==> src/rtl/halt_seq_pkg.sv <==
package halt_seq_pkg;
  typedef enum logic [2:0] {
    ST_RUN    = 3'd0,
    ST_HALT   = 3'd1,
    ST_AHALT  = 3'd2,
    ST_STAB   = 3'd3,
    ST_RESUME = 3'd4,
    ST_WDRST  = 3'd5
  } haltState_t;

  typedef struct packed {
    logic loadCnt;
    logic decCnt;
    logic latchCause;
    logic causeReset;
  } dpCtl_t;
endpackage

==> src/rtl/halt_seq_dp.sv <==
module halt_seq_dp
  import halt_seq_pkg::*;
#(
  parameter int STAB_CYCLES = 4096
) (
  input  logic   clk,
  input  logic   rstN,
  input  dpCtl_t ctl,
  output logic   cntZero,
  output logic   causeIsReset
);
  localparam int CNT_W = (STAB_CYCLES > 1) ? $clog2(STAB_CYCLES) : 1;
  localparam logic [CNT_W-1:0] LOAD_VAL = CNT_W'(STAB_CYCLES - 1);

  logic [CNT_W-1:0] stabCnt;

  always_ff @(posedge clk or negedge rstN) begin
    if (!rstN) begin
      stabCnt <= '0;
    end else if (ctl.loadCnt) begin
      stabCnt <= LOAD_VAL;
    end else if (ctl.decCnt) begin
      stabCnt <= stabCnt - 1'b1;
    end
  end

  always_ff @(posedge clk or negedge rstN) begin
    if (!rstN) begin
      causeIsReset <= 1'b1;
    end else if (ctl.latchCause) begin
      causeIsReset <= ctl.causeReset;
    end
  end

  assign cntZero = (stabCnt == '0);
endmodule

==> src/rtl/halt_seq_ctrl.sv <==
module halt_seq_ctrl
  import halt_seq_pkg::*;
(
  input  logic   clk,
  input  logic   rstN,
  input  logic   haltStrobe,
  input  logic   oscIntEn,
  input  logic   wdgEnable,
  input  logic   wdgHaltOk,
  input  logic   extIrq,
  input  logic   intIrqExit,
  input  logic   oscTbIrq,
  input  logic   resetReq,
  input  logic   cntZero,
  input  logic   causeIsReset,
  output dpCtl_t ctl,
  output logic   oscEn,
  output logic   periphEn,
  output logic   cpuEn,
  output logic   iBitClr,
  output logic   wdgReset,
  output logic   wakeValid,
  output logic   pushCc
);
  haltState_t state, stateNxt;
  logic haltWake;
  logic activeWake;

  assign haltWake   = resetReq | extIrq | intIrqExit;
  assign activeWake = haltWake | oscTbIrq;

  always_ff @(posedge clk or negedge rstN) begin
    if (!rstN) state <= ST_RUN;
    else       state <= stateNxt;
  end

  always_comb begin
    stateNxt       = state;
    ctl            = '0;
    ctl.causeReset = resetReq;
    unique case (state)
      ST_RUN: begin
        if (haltStrobe) begin
          if (oscIntEn)                     stateNxt = ST_AHALT;
          else if (wdgEnable && !wdgHaltOk) stateNxt = ST_WDRST;
          else                              stateNxt = ST_HALT;
        end
      end
      ST_HALT: begin
        if (haltWake) begin
          ctl.loadCnt    = 1'b1;
          ctl.latchCause = 1'b1;
          stateNxt       = ST_STAB;
        end
      end
      ST_AHALT: begin
        if (activeWake) begin
          ctl.latchCause = 1'b1;
          stateNxt       = ST_RESUME;
        end
      end
      ST_STAB: begin
        if (cntZero) stateNxt   = ST_RESUME;
        else         ctl.decCnt = 1'b1;
      end
      ST_RESUME: stateNxt = ST_RUN;
      ST_WDRST:  stateNxt = ST_RUN;
      default:   stateNxt = ST_RUN;
    endcase
  end

  always_comb begin
    oscEn     = (state != ST_HALT);
    cpuEn     = (state == ST_RUN) || (state == ST_RESUME) || (state == ST_WDRST);
    periphEn  = cpuEn;
    iBitClr   = (state == ST_HALT) || (state == ST_AHALT);
    wdgReset  = (state == ST_WDRST);
    wakeValid = (state == ST_RESUME);
    pushCc    = wakeValid && !causeIsReset;
  end
endmodule

==> src/rtl/halt_seq.sv <==
module halt_seq
  import halt_seq_pkg::*;
#(
  parameter int STAB_CYCLES = 4096
) (
  input  logic clk,
  input  logic rstN,
  input  logic haltStrobe,
  input  logic oscIntEn,
  input  logic wdgEnable,
  input  logic wdgHaltOk,
  input  logic extIrq,
  input  logic intIrqExit,
  input  logic oscTbIrq,
  input  logic resetReq,
  output logic oscEn,
  output logic periphEn,
  output logic cpuEn,
  output logic iBitClr,
  output logic wdgReset,
  output logic wakeValid,
  output logic wakeIsReset,
  output logic pushCc
);
  dpCtl_t ctl;
  logic   cntZero;

  halt_seq_ctrl uCtrl (
    .clk(clk), .rstN(rstN), .haltStrobe(haltStrobe), .oscIntEn(oscIntEn),
    .wdgEnable(wdgEnable), .wdgHaltOk(wdgHaltOk), .extIrq(extIrq),
    .intIrqExit(intIrqExit), .oscTbIrq(oscTbIrq), .resetReq(resetReq),
    .cntZero(cntZero), .causeIsReset(wakeIsReset), .ctl(ctl),
    .oscEn(oscEn), .periphEn(periphEn), .cpuEn(cpuEn), .iBitClr(iBitClr),
    .wdgReset(wdgReset), .wakeValid(wakeValid), .pushCc(pushCc)
  );

  halt_seq_dp #(.STAB_CYCLES(STAB_CYCLES)) uDp (
    .clk(clk), .rstN(rstN), .ctl(ctl),
    .cntZero(cntZero), .causeIsReset(wakeIsReset)
  );
endmodule

==> config.mk <==
export PLATFORM = sky130hd
export DESIGN_NAME = halt_seq
export DESIGN_NICKNAME = d
export VERILOG_FILES = /design/src/rtl/halt_seq_pkg.sv /design/src/rtl/halt_seq_dp.sv /design/src/rtl/halt_seq_ctrl.sv /design/src/rtl/halt_seq.sv
export SDC_FILE = /design/constraint.sdc
export NUM_CORES = 1
export LEC_CHECK = 0
export BUFFER_PORTS_ARGS = -buffer_cell sky130_fd_sc_hd__buf_2
export CAP_MARGIN = 10
export CELL_PAD_IN_SITES_DETAIL_PLACEMENT = 1
export CELL_PAD_IN_SITES_GLOBAL_PLACEMENT = 2
export CORE_MARGIN = 2
export CORE_UTILIZATION = 29
export CTS_CLUSTER_DIAMETER = 60
export DETAILED_ROUTE_END_ITERATION = 6
export HOLD_SLACK_MARGIN = 0.02
export PLACE_DENSITY_LB_ADDON = 0.1
export SYNTH_ARGS = -nofsm -noshare
export SYNTH_HDL_FRONTEND = slang
export SYNTH_SLANG_ARGS = --single-unit
export TNS_END_PERCENT = 5
==> constraint.sdc <==
create_clock -name clk -period 1.75 [get_ports clk]
set_input_delay 0.175 -clock clk [delete_from_list [all_inputs] [get_ports clk]]
set_output_delay 0.175 -clock clk [all_outputs]
set_load 0.05 [all_outputs]
Word-level counts from Yosys, hierarchy flattened:

Cells that the tools add are included.

* muxes and demuxes: 15
* shifts and indexed selects: 0
* equality and inequality tests: 10
* bitwise operators: 3
* add/subtract/negate cells: 1
* divide/modulo/power cells: 0
* $lt $le $gt $ge: 0
* $mul: 0
* reductions and logical operators: 11

Operator list (number)
* $mux W12: 2
* $mux W3: 6
* $logic_not A12 Y1: 1
* $pmux W3 S4: 1
* $sub A12 B1 Y12 const B: 1
* $eq A3 B2 Y1 const B: 2
* $eq A3 B3 Y1 const B: 2
* $mux W1: 5
* $ne A2 B1 Y1 const B: 2
* $ne A2 B2 Y1 const B: 2
* $reduce_and A4 Y1: 1
* $eq A3 B1 Y1 const B: 1
* $logic_not A3 Y1: 1
* $logic_or A1 B1 Y1: 3
* $ne A3 B1 Y1 const B: 1
* $or A1 B1 Y1: 3
* $logic_and A1 B1 Y1: 2
* $logic_not A1 Y1: 2
* $pmux W1 S2: 1
* $reduce_bool A2 Y1: 1

* bits of input ports: 10
* RAM bits: 0
* word-level logic and storage cells: 43
* register bits after elaboration: 16
* latch bits: 0
* bits in read-only memories: 0
* memories: 0
* output and inout bits: 8

Longest topological paths before layout:

Gate-level depths: netlist of run 1.

* depth in word-level cells: 6
* depth in mapped cells: 6

By module:

From an unflattened synthesis of run 1, not the netlist that was laid out.

* cell total of the unflattened synthesis: 108
* area, all modules: 1002.2 µm²

Modules (own cells, without submodules)
* halt_seq_dp: cells an instance 66, seq. area each 326.6 µm², instances 1, area each 678.2 µm²
* halt_seq_ctrl: cells an instance 42, seq. area each 75.1 µm², instances 1, area each 324.1 µm²

Worst setup path before layout of run 1:

OpenSTA, ideal clock, no wires.

* path kind: reg-to-output
* from: register uCtrl.state[1]
* to: output pushCc
* arrival time: 2.106 ns
* stages on the path, launching flop included: 3
* path slack: -0.531 ns
* required time: 1.575 ns
* cells stage by stage: dfrtp_1 -> buf_4 -> nor4_1

* word-level cells in the longest chain between the ends: 2

Ends and longest elaborated chain
* start, declared: line halt_seq_ctrl.sv:25 `haltState_t state, stateNxt;`
* start signal, assigned: line halt_seq_ctrl.sv:34 `else state <= stateNxt;`
* $eq A3 B3 Y1: line halt_seq_ctrl.sv:78 `wakeValid = (state == ST_RESUME);`
* $logic_and A1 B1 Y1: line halt_seq_ctrl.sv:79 `pushCc = wakeValid && !causeIsReset;`
* end, declared: line halt_seq.sv:23 `output logic pushCc`

No other way between the ends.

Worst setup path after layout of run 1:

* from: register uDp.stabCnt[3]
* to: register uDp.stabCnt[10]

* word-level cells in the longest chain between the ends: 4
* elaborated cells on any way between the ends: 7
* classes of those cells: add/sub: 1; mux: 4; reduce/logical: 2

Ends and longest elaborated chain
* start, declared: line halt_seq_dp.sv:15 `logic [CNT_W-1:0] stabCnt;`
* start signal, assigned: line halt_seq_dp.sv:23 `stabCnt <= stabCnt - 1'b1;`
* parallel branches: the longest is 4 deep, another holds $sub A12 B1 Y12

Parallel ways; which one is timed is not known. The select of a mux whose other input is x is not followed.
A chain may end at the register's enable or synchronous reset.

==> results of run 1 <==
[final cells by class]
cell class,count,area share
multi-input combinational,90,0.4461
inverter,5,0.01418
sequential,16,0.3043
tap,46,0.04348
timing repair buffer,35,0.1720
clock buffer,4,0.01985
[final timing paths]
path / slack (ps) / from / endpoint / cells after the start
max: 20 / uDp.stabCnt[3] / uDp.stabCnt[10] / 4
min: 160 / resetReq / uDp.causeIsReset / 2
max reg2reg: 20 / uDp.stabCnt[3] / uDp.stabCnt[10] / 4
min reg2reg: 590 / uDp.stabCnt[0] / uDp.stabCnt[0] / 2
max in group asynchronous: 1110 / rstN / uDp.causeIsReset / 2
min in group asynchronous: 330 / rstN / uDp.stabCnt[10] / 2
[power by group through the flow]
stage               Combinational (mW)  Sequential (mW)  Clock [mW]
finish                           0.949            0.547       0.205
global placement                 0.921            0.543           0
CTS                              0.948            0.543       0.219
floorplan                        0.660            0.558           0
detailed placement               0.933            0.551           0
global route                      1.02            0.555       0.241
[sequential cells by signal (all words and copies together) (netlist names)]
register,count
uDp.causeIsReset,1
uCtrl.state,3
uDp.stabCnt,12
[layer usage]
layer | share of wire | vias up
li1 | - | 505
met1 | 0.48 | 508
met2 | 0.49 | 13
met3 | 0.026 | 2
met4 | 0.0042 | 0
met5 | 0 | -
[synthesized netlist by cell type, drive strengths merged, types with 3 or more instances]
library cell  count  area (um2)
nand2             8       30.03
o21ai             8       40.03
nand3             5       25.02
inv               5       18.77
a21oi             7       35.03
dfrtp            15       375.4
or3               3       18.77
nor3             11       60.06
buf               3       20.01
nand4             3       18.77
nor4              4       40.04
nor2             10       37.54
nand2b            3       18.77
[timing repair]
action | in CTS | in global routing
pin swaps | 0 | 1
gates resized for setup | 1 | 7
setup endpoints to repair | 1 | 12
cloned | 0 | 0
hold buffers | 1 | 0
hold endpoints to repair | 15 | 0
[through the flow]
stage                     std cells  TNS (ps)
after floorplan                 116    -565.4
after global placement          191         0
after detailed placement        191         0
after CTS                       196         0
after global routing            196    -259.7
final                           196         0
[cell families after synthesis]
logic type,share of synthesized area
multiplexers,0.02107
buffers and inverters,0.04584
flip-flops,0.3978
AND/OR/NAND/NOR,0.3371
AO/OA/AOI/OAI,0.1735
adder cells (fa/ha/maj),0.02478
==> flow_metrics.py, run 1 <==
metrics = {
    "sta": {
        "whs_ps": 158.5,
        "setup_viol": 0,
        "period_share": 0.9890,
        "clock-skew-final_ps": 0.6257,
        "hold_violations": 0,
        "worst_slew_pin_slew_ps": 535.9,
        "finalCriticalPeriod_ps": 1731,
        "fmax_mhz": 577.8,
        "grt_setup_unrepaired": "yes",
        "fin_ws_ps": 19.25,
        "final_max_slew_viol_count": 0,
        "slew_headroom": 0.6395,
    },
    "global_route": {
        "grt_pass1_wl_um": 4692,
        "grtUsageMet2": 0.2620,
        "grt_pass1_vias": 997,
        "grt_max_degree": 17,
        "antenna_found_initial": 0,
        "grt-ovfl-total": 0,
        "track_usage": 0.1520,
        "grt_use_met3": 0.03784,
        "top_usage_layer": "met2",
        "use_met1": 0.1939,
    },
    "floorplan": {
        "rows": 21,
        "die_h_um": 63.01,
        "dieArea_um2": 3970,
        "io_pins": 18,
        "coreArea_um2": 3337,
        "start_util": 0.3026,
        "fp.dieW_um": 63.01,
    },
    "pwr": {
        "ir_drop_uv": 618.3,
        "p_leak_nw": 0.5181,
        "p_sw_frac": 0.4925,
        "power_frac_seq": 0.322,
        "cellInternalPower_mw": 0.8637,
        "p_total_mw": 1.702,
        "p_switching_mw": 0.8383,
        "p_clk_frac": 0.121,
        "pwr-share-comb": 0.558,
        "power_density_nw_per_um2": 1286,
    },
    "worst_setup_path": {
        "slowest_stage": "dfrtp_1",
        "critical_path.max_stage_delay_ps": 470,
        "cp.buffers_inverters": 0,
        "crit_family": "simple AND/OR/NAND/NOR gates",
        "worst_ep_required_time_ps": 1980,
        "crit_type": "reg -> reg",
        "worstPathArrival_ps": 1960,
        "cp_max_fo": 5,
        "cp-start-kind": "flop",
        "crit_chain": "or3_1 > a211o_1 > or3_1 > nand3_1",
        "end_kind": "flop",
        "path_common_cell": "or3_1",
    },
    "routing": {
        "vias": 1028,
        "routed_wl_um": 2885,
        "drtAntennaViolNets": 0,
        "wl_per_cell_um": 14.72,
        "drc": 0,
        "drt_iter0_drc": 20,
        "drt-pass1-iter-count": 4,
        "via_per_inst": 5.245,
    },
    "clock_network": {
        "root_buffer": "clkbuf_4",
        "cts_buffers": 3,
        "cts_setup_buffers": 0,
        "clock_latency_ps": 280,
        "cts_buffer_depth": 2,
        "htree_num_levels": 1,
        "path_clk_slew_ps": 90,
        "cts_sinks": 16,
        "cts_tree": "built",
    },
    "placed_design": {
        "place_ws_ps": 48.85,
        "post-dp-hpwl_um": 2293,
        "place_congestion": 0.7897,
        "placed_area_um2": 1259,
        "io_buffers": 17,
    },
    "layout": {
        "fin_util": 0.3967,
        "layout-drive-gt1-share": 0.3333,
        "layout.nets": 163,
        "fillerInstances": 428,
        "final_cell_mix": "buf_4, buf_2, dfrtp_1",
        "layout_commonest_cell": "buf_4",
        "multi_input_area_um2": 590.6,
        "design_area_um2": 1324,
        "diodes": 0,
        "ff_latch_area_um2": 402.9,
        "synthToLayoutAreaGrowth_pct": 31.10,
    },
    "yosys": {
        "synth_edf_count": 0,
        "yosys_most_used_dff": "dfrtp_1",
        "syn_avg_cell_area_um2": 8.704,
        "synth.net_count": 128,
        "netlist_area_um2": 1010,
        "synth.lib_cells_used.distinct": 42,
        "async_flop_share": 1.000,
        "ys_ff_latch": 16,
        "syn_inst": 116,
        "ys_warn_count": 0,
        "synth_seq_area_share": 0.3978,
    },
    "run": {
        "maxCapViolations": 0,
    },
    "run_status": {
        "status": "finished, final reports clean",
    },
    "hold_path": {
        "hp-class": "in -> reg",
    },
}
(Power assumes the default switching activity.)
==> inputs of run 2 (changes only) <==
Settings changed: CORE_UTILIZATION 29 to 30, SKIP_LAST_GASP from default to 1, SYNTH_HIERARCHICAL from default to 1.
==> flow_metrics.py, run 2 <==
metrics = {
    "yosys": {
        "synth_top_area_cell": "dfrtp_1",
        "ys_ff_latch": 16,
        "synth_fa_ha_area_frac": 0.02497,
        "synth_compound_area_frac": 0.1323,
        "synth_top_family_by_area": "simple AND/OR/NAND/NOR gates",
        "synth_edf_count": 0,
        "post-synth-top-count-cell": "dfrtp_1",
        "synth_top_area_frac": 0.3745,
        "async_flop_share": 1.000,
        "ys_warn_count": 6,
        "netlist_area_um2": 1002,
        "syn_avg_cell_area_um2": 9.280,
        "synth.lib_cells_used.distinct": 45,
        "yosys_most_used_dff": "dfrtp_1",
        "synth_common_cells": "dfrtp_1, nand2_1, a21oi_1, nand3_1, nor2_1",
        "synth_xor_area_frac": 0.03496,
        "synth_area_leaders": "dfrtp_1, a21oi_1, nand2_1, nand3_1, o21ai_0",
        "synth.net_count": 120,
        "syn_inst": 108,
        "synth_seq_area_share": 0.4007,
        "synth-simple-area-share": 0.3371,
        "synth_mux_area_frac": 0.01124,
    },
    "layout": {
        "layout_commonest_cell": "buf_4",
        "ff_latch_area_um2": 405.4,
        "diodes": 0,
        "largestRegisters": "uDp/stabCnt x12, uCtrl/state x3, uDp/causeIsReset x1",
        "layout.nets": 167,
        "regMostFlops": "uDp/stabCnt",
        "layout-drive-gt1-share": 0.4481,
        "multi_input_area_um2": 589.3,
        "final_cell_mix": "buf_4, buf_2, dfrtp_1",
        "largest_reg_flops": 12,
        "synthToLayoutAreaGrowth_pct": 40.82,
        "fillerInstances": 377,
        "final_cells": 198,
        "fin_util": 0.4512,
    },
    "sta": {
        "fmax_mhz": 466.4,
        "slew_headroom": 0.6196,
        "fin_ws_ps": -394.0,
        "grt_setup_unrepaired": "yes",
        "setup_tns_ps": -3676,
        "whs_ps": 155.5,
        "period_share": 1.225,
        "clock-skew-final_ps": 0.7100,
        "worst_slew_pin_slew_ps": 562.6,
        "final_max_slew_viol_count": 0,
        "hold_violations": 0,
        "setup_viol": 14,
        "finalCriticalPeriod_ps": 2144,
    },
    "pwr": {
        "power_density_nw_per_um2": 1294,
        "ir_drop_uv": 633.4,
        "p_leak_nw": 0.6578,
    },
    "routing": {
        "drtAntennaViolNets": 0,
        "routed_wl_um": 2637,
        "vias": 958,
        "wl_per_cell_um": 13.32,
        "drt-pass1-iter-count": 3,
        "via_per_inst": 4.838,
        "drt_iter0_drc": 16,
        "drc": 0,
    },
    "floorplan": {
        "dieArea_um2": 3819,
        "coreArea_um2": 3128,
        "io_pins": 18,
        "rows": 20,
        "die_h_um": 61.80,
        "start_util": 0.3204,
        "fp.dieW_um": 61.80,
    },
    "clock_network": {
        "htree_num_levels": 1,
        "cts_buffers": 3,
        "root_buffer": "clkbuf_4",
        "cts_buffer_depth": 2,
        "cts_tree": "built",
        "clock_latency_ps": 290,
        "path_clk_slew_ps": 100,
        "cts_sinks": 16,
        "cts_resized": 0,
    },
    "placed_design": {
        "io_buffers": 17,
        "place_congestion": 0.7995,
        "dp_cells": 190,
        "post-dp-hpwl_um": 2114,
        "place_ws_ps": -391.8,
    },
    "worst_setup_path": {
        "end_kind": "flop",
        "worstPathArrival_ps": 2320,
        "crit_type": "reg -> reg",
        "cp-start-kind": "flop",
        "cp_max_fo": 5,
        "worst_ep_required_time_ps": 1920,
    },
    "global_route": {
        "track_usage": 0.1646,
        "grt-ovfl-total": 0,
        "grt_pass1_vias": 979,
        "antenna_found_initial": 0,
        "grt_pass1_wl_um": 4478,
        "grt_max_degree": 17,
    },
    "run_status": {
        "violations": "setup timing",
        "status": "finished with violations",
    },
    "hold_path": {
        "hp-class": "in -> reg",
    },
    "run": {
        "maxCapViolations": 0,
    },
}
run 2: final cells by class:
type,instances,area share
Sequential cell,16,0.2872
Tap cell,44,0.03901
Clock buffer,4,0.01862
Multi-Input combinational cell,82,0.4176
Timing Repair Buffer,48,0.2270
Inverter,4,0.01064
run 2: worst max-delay path, cell delays in order (launching register included):
cell and delay (ps):
dfrtp_2 430, nor4_4 290, nand3_1 120, nor4b_2 300
and3b_2 270, or2_4 270, nand3_1 90, xor2_1 170
nand2_1 70
run 2: path summary, 6_finish.rpt:
| check | startpoint | cells past startpoint | endpoint | slack [ps] |
|---|---|---|---|---|
| setup / recovery | uDp/stabCnt[4] | 8 | uDp/stabCnt[5] | -390 |
| hold / removal | resetReq | 2 | uDp/causeIsReset | 160 |
| setup reg to reg | uDp/stabCnt[4] | 8 | uDp/stabCnt[5] | -390 |
| hold reg to reg | uCtrl/state[2] | 2 | uCtrl/state[0] | 590 |
| max in group asynchronous | rstN | 2 | uDp/causeIsReset | 1120 |
| min in group asynchronous | rstN | 2 | uDp/stabCnt[11] | 320 |
run 2: power breakdown:
part	switching (mW)	total [mW]	internal, mW
logic	0.705	1.12	0.419
registers	0.0446	0.488	0.444
clock network	0.125	0.214	0.0888
total	0.875	1.83	0.951
run 2: what timing repair did:
action	4_1_cts	5_1_grt
setup endpoints to repair	12	17
setup buffers	2	1
endpoints found under the hold margin	15	0
hold buffers	1	0
pin swaps	4	1
cloned	0	0
run 2: through the flow:
step	power, mW	instance area (um2)
global placement	1.608	1353
floorplan	1.307	1054
finish	1.826	1411
CTS	1.847	1404
detailed placement	1.625	1353
global route	1.954	1411
run 2: metal layers:
metal  up-vias  wire, um  global-route usage
met5         -         0                   0
met4         0        15             0.03647
met3         2        82             0.04348
met2        11      1199              0.2602
met1       466      1340              0.2269
li1        479         -                   -
run 2: cells by family (layout without fill, tap and decap cells):
group                    count (synthesis)  count (layout)
XOR/XNOR                                 4               4
AND/OR/NAND/NOR                         53              53
flip-flops                              16              16
adder cells (fa/ha/maj)                  2               2
AO/OA/AOI/OAI                           22              22
multiplexers                             1               1
buffers and inverters                   10              56
